$ cat config.mk
export PLATFORM = sky130hd
export DESIGN_NAME = csm_match_top
export DESIGN_NICKNAME = d
export VERILOG_FILES = /design/src/rtl/csm_pkg.sv /design/src/rtl/csm_cs_compare.sv /design/src/rtl/csm_ctrl.sv /design/src/rtl/csm_datapath.sv /design/src/rtl/csm_match_top.sv
export SDC_FILE = /design/constraint.sdc
export NUM_CORES = 1
export LEC_CHECK = 0
export BUFFER_PORTS_ARGS = -buffer_cell sky130_fd_sc_hd__buf_2
export CAP_MARGIN = 25
export CORE_AREA = 2 2 223 225
export CTS_CLUSTER_SIZE = 24
export DETAILED_ROUTE_END_ITERATION = 7
export DIE_AREA = 0 0 225 227
export MAX_ROUTING_LAYER = met4
export PLACE_DENSITY = 0.38
export SLEW_MARGIN = 5
export SYNTH_ARGS = -nofsm -noshare
export SYNTH_HDL_FRONTEND = slang
export SYNTH_HIERARCHICAL = 1
export SYNTH_SLANG_ARGS = --single-unit
$ cat constraint.sdc
create_clock -name clk -period 0.9 [get_ports clk]
set_input_delay 0.09 -clock clk [delete_from_list [all_inputs] [get_ports clk]]
set_output_delay 0.09 -clock clk [all_outputs]
set_load 0.01 [all_outputs]
$ cat src/rtl/csm_pkg.sv
package csm_pkg;
  localparam int NUM_CS = 8;
  localparam int ADDR_W = 32;
  localparam int IDX_W  = 4;
  localparam logic [IDX_W-1:0] CS_NONE = '1;

  localparam logic [ADDR_W-1:0] NEW_BASE_KEEP = 32'h1FF8_3FE0;
  localparam logic [ADDR_W-1:0] NEW_MASK_SET  = 32'h0007_C01F;
  localparam logic [ADDR_W-1:0] NEW_MASK_KEEP = 32'h1FFF_FFFF;
  localparam logic [ADDR_W-1:0] OLD_BASE_KEEP = 32'hFFE0_FE00;
  localparam logic [ADDR_W-1:0] OLD_MASK_SET  = 32'h001F_01FF;
  localparam logic [ADDR_W-1:0] OLD_MASK_KEEP = 32'h3FFF_FFFF;

  typedef struct packed {
    logic loadResult;
    logic publish;
  } csmStrobes_t;
endpackage

$ cat src/rtl/csm_cs_compare.sv
module csm_cs_compare
  import csm_pkg::*;
(
  input  logic [ADDR_W-1:0] addr,
  input  logic [ADDR_W-1:0] base,
  input  logic [ADDR_W-1:0] mask,
  input  logic              enable,
  input  logic              revNew,
  output logic              hit
);
  logic [ADDR_W-1:0] effBase;
  logic [ADDR_W-1:0] effMask;

  // forced bits depend on the revision mode
  always_comb begin
    if (revNew) begin
      effBase = base & NEW_BASE_KEEP;
      effMask = (mask | NEW_MASK_SET) & NEW_MASK_KEEP;
    end else begin
      effBase = base & OLD_BASE_KEEP;
      effMask = (mask | OLD_MASK_SET) & OLD_MASK_KEEP;
    end
  end

  // masked compare gated by enable
  assign hit = enable && ((addr & ~effMask) == (effBase & ~effMask));
endmodule

$ cat src/rtl/csm_ctrl.sv
module csm_ctrl
  import csm_pkg::*;
(
  input  logic        clk,
  input  logic        rstN,
  input  logic        reqValid,
  output csmStrobes_t strobes,
  output logic        respValid
);
  logic validQ;

  always_ff @(posedge clk or negedge rstN) begin
    if (!rstN) validQ <= 1'b0;
    else       validQ <= reqValid;
  end

  assign strobes.loadResult = reqValid;
  assign strobes.publish    = validQ;
  assign respValid          = validQ;

  p_valid_follows_req_r10: assert property (@(posedge clk) disable iff (!rstN)
    reqValid |=> respValid);
  p_valid_drops_r10: assert property (@(posedge clk) disable iff (!rstN)
    !reqValid |=> !respValid);
endmodule

$ cat src/rtl/csm_datapath.sv
module csm_datapath
  import csm_pkg::*;
(
  input  logic                          clk,
  input  logic                          rstN,
  input  csmStrobes_t                   strobes,
  input  logic [ADDR_W-1:0]             reqAddr,
  input  logic [NUM_CS-1:0][ADDR_W-1:0] csBase,
  input  logic [NUM_CS-1:0][ADDR_W-1:0] csMask,
  input  logic [NUM_CS-1:0]             csEnable,
  input  logic [IDX_W-1:0]              badCs,
  input  logic [IDX_W-1:0]              spareCs,
  input  logic                          revNew,
  output logic [IDX_W-1:0]              respIndex,
  output logic                          respRedirected,
  output logic                          respNoMatch,
  output logic                          respSpareErr
);
  logic [NUM_CS-1:0] hitVec;

  for (genvar g = 0; g < NUM_CS; g++) begin : g_cs
    csm_cs_compare u_cmp (
      .addr   (reqAddr),
      .base   (csBase[g]),
      .mask   (csMask[g]),
      .enable (csEnable[g]),
      .revNew (revNew),
      .hit    (hitVec[g])
    );
  end

  // lowest index wins
  logic [IDX_W-1:0] winIdx;
  logic             anyHit;
  always_comb begin
    winIdx = '0;
    anyHit = 1'b0;
    for (int i = NUM_CS - 1; i >= 0; i--) begin
      if (hitVec[i]) begin
        winIdx = IDX_W'(i);
        anyHit = 1'b1;
      end
    end
  end

  // spare remap
  logic sparingOn, wantRemap, spareOk;
  logic [IDX_W-1:0] nextIdx;
  logic nextRedir, nextErr;
  always_comb begin
    sparingOn = !((badCs == CS_NONE) && (spareCs == CS_NONE));
    wantRemap = anyHit && sparingOn && (winIdx == badCs);
    spareOk   = spareCs < IDX_W'(NUM_CS);
    nextIdx   = winIdx;
    nextRedir = 1'b0;
    nextErr   = 1'b0;
    if (wantRemap) begin
      if (spareOk) begin
        nextIdx   = spareCs;
        nextRedir = 1'b1;
      end else begin
        nextErr = 1'b1;
      end
    end
  end

  always_ff @(posedge clk or negedge rstN) begin
    if (!rstN) begin
      respIndex      <= '0;
      respRedirected <= 1'b0;
      respNoMatch    <= 1'b0;
      respSpareErr   <= 1'b0;
    end else if (strobes.loadResult) begin
      respIndex      <= nextIdx;
      respRedirected <= nextRedir;
      respNoMatch    <= !anyHit;
      respSpareErr   <= nextErr;
    end
  end

  p_nomatch_clean_r6: assert property (@(posedge clk) disable iff (!rstN)
    (strobes.publish && respNoMatch) |-> (respIndex == '0 && !respRedirected && !respSpareErr));
  p_redirect_excl_r9: assert property (@(posedge clk) disable iff (!rstN)
    respRedirected |-> (!respSpareErr && !respNoMatch));
  p_redirect_to_spare_r7: assert property (@(posedge clk) disable iff (!rstN)
    strobes.loadResult |=> (!respRedirected || respIndex == $past(spareCs)));
  p_hold_r10: assert property (@(posedge clk) disable iff (!rstN)
    !strobes.loadResult |=> ($stable(respIndex) && $stable(respNoMatch) && $stable(respRedirected)));
  p_index_range_r5: assert property (@(posedge clk) disable iff (!rstN)
    strobes.publish |-> (respIndex < IDX_W'(NUM_CS)));
endmodule

$ cat src/rtl/csm_match_top.sv
module csm_match_top
  import csm_pkg::*;
(
  input  logic                          clk,
  input  logic                          rstN,
  input  logic                          reqValid,
  input  logic [ADDR_W-1:0]             reqAddr,
  input  logic [NUM_CS-1:0][ADDR_W-1:0] csBase,
  input  logic [NUM_CS-1:0][ADDR_W-1:0] csMask,
  input  logic [NUM_CS-1:0]             csEnable,
  input  logic [IDX_W-1:0]              badCs,
  input  logic [IDX_W-1:0]              spareCs,
  input  logic                          revNew,
  output logic                          respValid,
  output logic [IDX_W-1:0]              respIndex,
  output logic                          respRedirected,
  output logic                          respNoMatch,
  output logic                          respSpareErr
);
  csmStrobes_t strobes;

  csm_ctrl u_ctrl (
    .clk       (clk),
    .rstN      (rstN),
    .reqValid  (reqValid),
    .strobes   (strobes),
    .respValid (respValid)
  );

  csm_datapath u_dp (
    .clk            (clk),
    .rstN           (rstN),
    .strobes        (strobes),
    .reqAddr        (reqAddr),
    .csBase         (csBase),
    .csMask         (csMask),
    .csEnable       (csEnable),
    .badCs          (badCs),
    .spareCs        (spareCs),
    .revNew         (revNew),
    .respIndex      (respIndex),
    .respRedirected (respRedirected),
    .respNoMatch    (respNoMatch),
    .respSpareErr   (respSpareErr)
  );
endmodule

==> impl_results.md <==
- DR vias/cell: 3.498
- Final min period: 2680 ps
- Synth Instances: 436
- Setup ws final: -1780 ps
- Mean area per synthesized cell: 7.768 sq um
- GP Congestion: 0.8541
- Vias in the first global route: 5980
- Final hold violations: 0
- RSZ-0062 raised after global routing: true
- I/O pin count: 572
- Cell Pwr Density: 620.3 nW/um^2
- Clock Latency Late Sink: 230 ps
- Initial DRC count: 236
- Die width: 225 microns
- Mapped Nets: 1000
- Die Height: 227 microns
- Global-route wire length before repair: 40830 microns
- WL/cell: 19.02 microns
- R2R setup slack: 10 ps
- Worst Path Max Fanout: 5
- Die footprint: 51080 sq um
- Number of CTS-inserted buffers: 3
- Hold Path Class: input port to register
- Core footprint: 48550 sq um
- Clock transition at path regs: 40 ps
- Area after DPL: 7074 sq um
- CTS Buffer Depth: 2
- Skew final: 0 ps
- HPWL Detailed: 26830 microns
- Number of setup violations in the final report: 6
- Post-DRT Antenna Nets: 0
- Mapped Area: 3387 sq um
- Initial Util: 6.977%
- Max VDD drop: 0.4438 mV
- Hold slack: 121.1 ps
- TritonCTS clock tree: yes
- GRT Resource Usage Total: 11.46%
- Nets: 1533
- Tcrit/Tclk final: 297.8%
- Share of cells above drive strength 1: 65.60%
- Crit Path Category: input port to register
- Fmax: 0.3731 GHz
- Commonest non-fill, non-tap cell in the layout: buf_2
- CP peak stage delay: 420 ps
- P_leak: 3.677 nW
- Htree depth: 1
- DR vias: 5587
- Max-Cap Viols: 0
- Total wire length: 30370 microns
- Area delta synth->final: 146.0%
- Failing checks: negative setup slack
- Outcome: complete, but fails checks
- PortBufs: 418
- Most frequent cells in the layout: 401 x buf_2, 149 x xnor2_1, 99 x buf_4, 40 x o22ai_1, 24 x nor2_1
- Rows: 81
- DRC: 0
- Worst Path Arrival: 2790 ps
- Pre-antenna DRT Iters: 4
- CTS Sinks: 7
- Worst Setup End Kind: register
- Total gr overflow: 0
- Critical-path cell list: buf_2, buf_6, buf_6, xnor2_2, o22ai_2, nor4_2, buf_4, and4b_2, or3_1, or4_4, nand4_1, nor4_4, and2_4, a311o_1
- Most common cell on crit path: buf_6
- Element type at the critical path start: input port
- Ys Warns: 6
- Crit path required time: 1010 ps
- Initial antenna violation count: 5
- Filler instances: 5461
- Design area: 8332 sq um
- Slowest-stage cell, CP: or4_4
- Largest net degree at the start of global routing: 16
- Slew Limit Fails: 0
- Root Driver: clkbuf_16
[per-layer routing]
metal,vias up,track usage [%],wire (microns)
met5,-,-,0
met4,0,1.346,238
met3,16,1.768,1654
met2,223,18.18,14080
met1,2613,15.76,14400
li1,2735,-,-
[repair_timing]
item	CTS	global route
hold buffers	1	0
hold endpoints to repair	7	0
gates cloned	3	0
buffers inserted	11	5
gates resized for setup	120	57
pin swaps	27	30
endpoints found under the setup margin	6	6
[power breakdown]
part | total (mW) | internal (mW) | leakage (nW) | switching, mW
registers | 0.335 | 0.329 | 0.0898 | 0.00581
logic | 4.07 | 2.20 | 3.55 | 1.87
clock network | 0.760 | 0.590 | 0.0382 | 0.170
total | 5.17 | 3.12 | 3.68 | 2.05
[worst max-delay path: cells and delay by family]
family / cells / cell delay (ps)
compound gates: 2 / 550
xor+xnor: 1 / 130
buf+inv: 4 / 500
simple gates: 7 / 1520
[cell type report]
class,count,area [sq um],area share (%)
diodes,7,17.52,0.2102
inverters,20,75.07,0.9010
well taps,622,778.2,9.341
flip-flops and latches,7,175.2,2.102
clock buffers,4,78.83,0.9461
multi-input cells,406,3958,47.50
repair buffers,531,3249,39.00
[state kept, by name, indices dropped and copies added, names as in the netlist]
| signal | count |
|---|---|
| u_dp/respIndex | 3 |
| u_ctrl/respValid | 1 |
| u_dp/respNoMatch | 1 |
| u_dp/respRedirected | 1 |
| u_dp/respSpareErr | 1 |
[final timing paths]
path / start / endpoint / cells past startpoint
min in group asynchronous: rstN / u_ctrl/respValid / 2
worst min register to register: u_dp/respSpareErr / u_dp/respSpareErr / 1
worst max-delay path: reqAddr[21] / u_dp/respIndex[1] / 14
max in group asynchronous: rstN / u_dp/respIndex[0] / 2
worst min-delay path: reqValid / u_ctrl/respValid / 1
worst max register to register: u_dp/respIndex[1] / u_dp/respIndex[1] / 2
[stage by stage]
step	util, %	TNS (ps)	total power [mW]	instances	setup slack [ps]
after floorplan	-	-6496	1.529	436	-1352
after global placement	14.57	-13900	3.730	1571	-2494
after detailed placement	14.57	-13930	3.728	1571	-2533
after CTS	16.41	-9977	5.036	1587	-1796
after global routing	17.15	-10090	5.547	1595	-1856
final	17.16	-9519	5.168	1597	-1780
No activity file was read; power rests on OpenSTA's default activity.
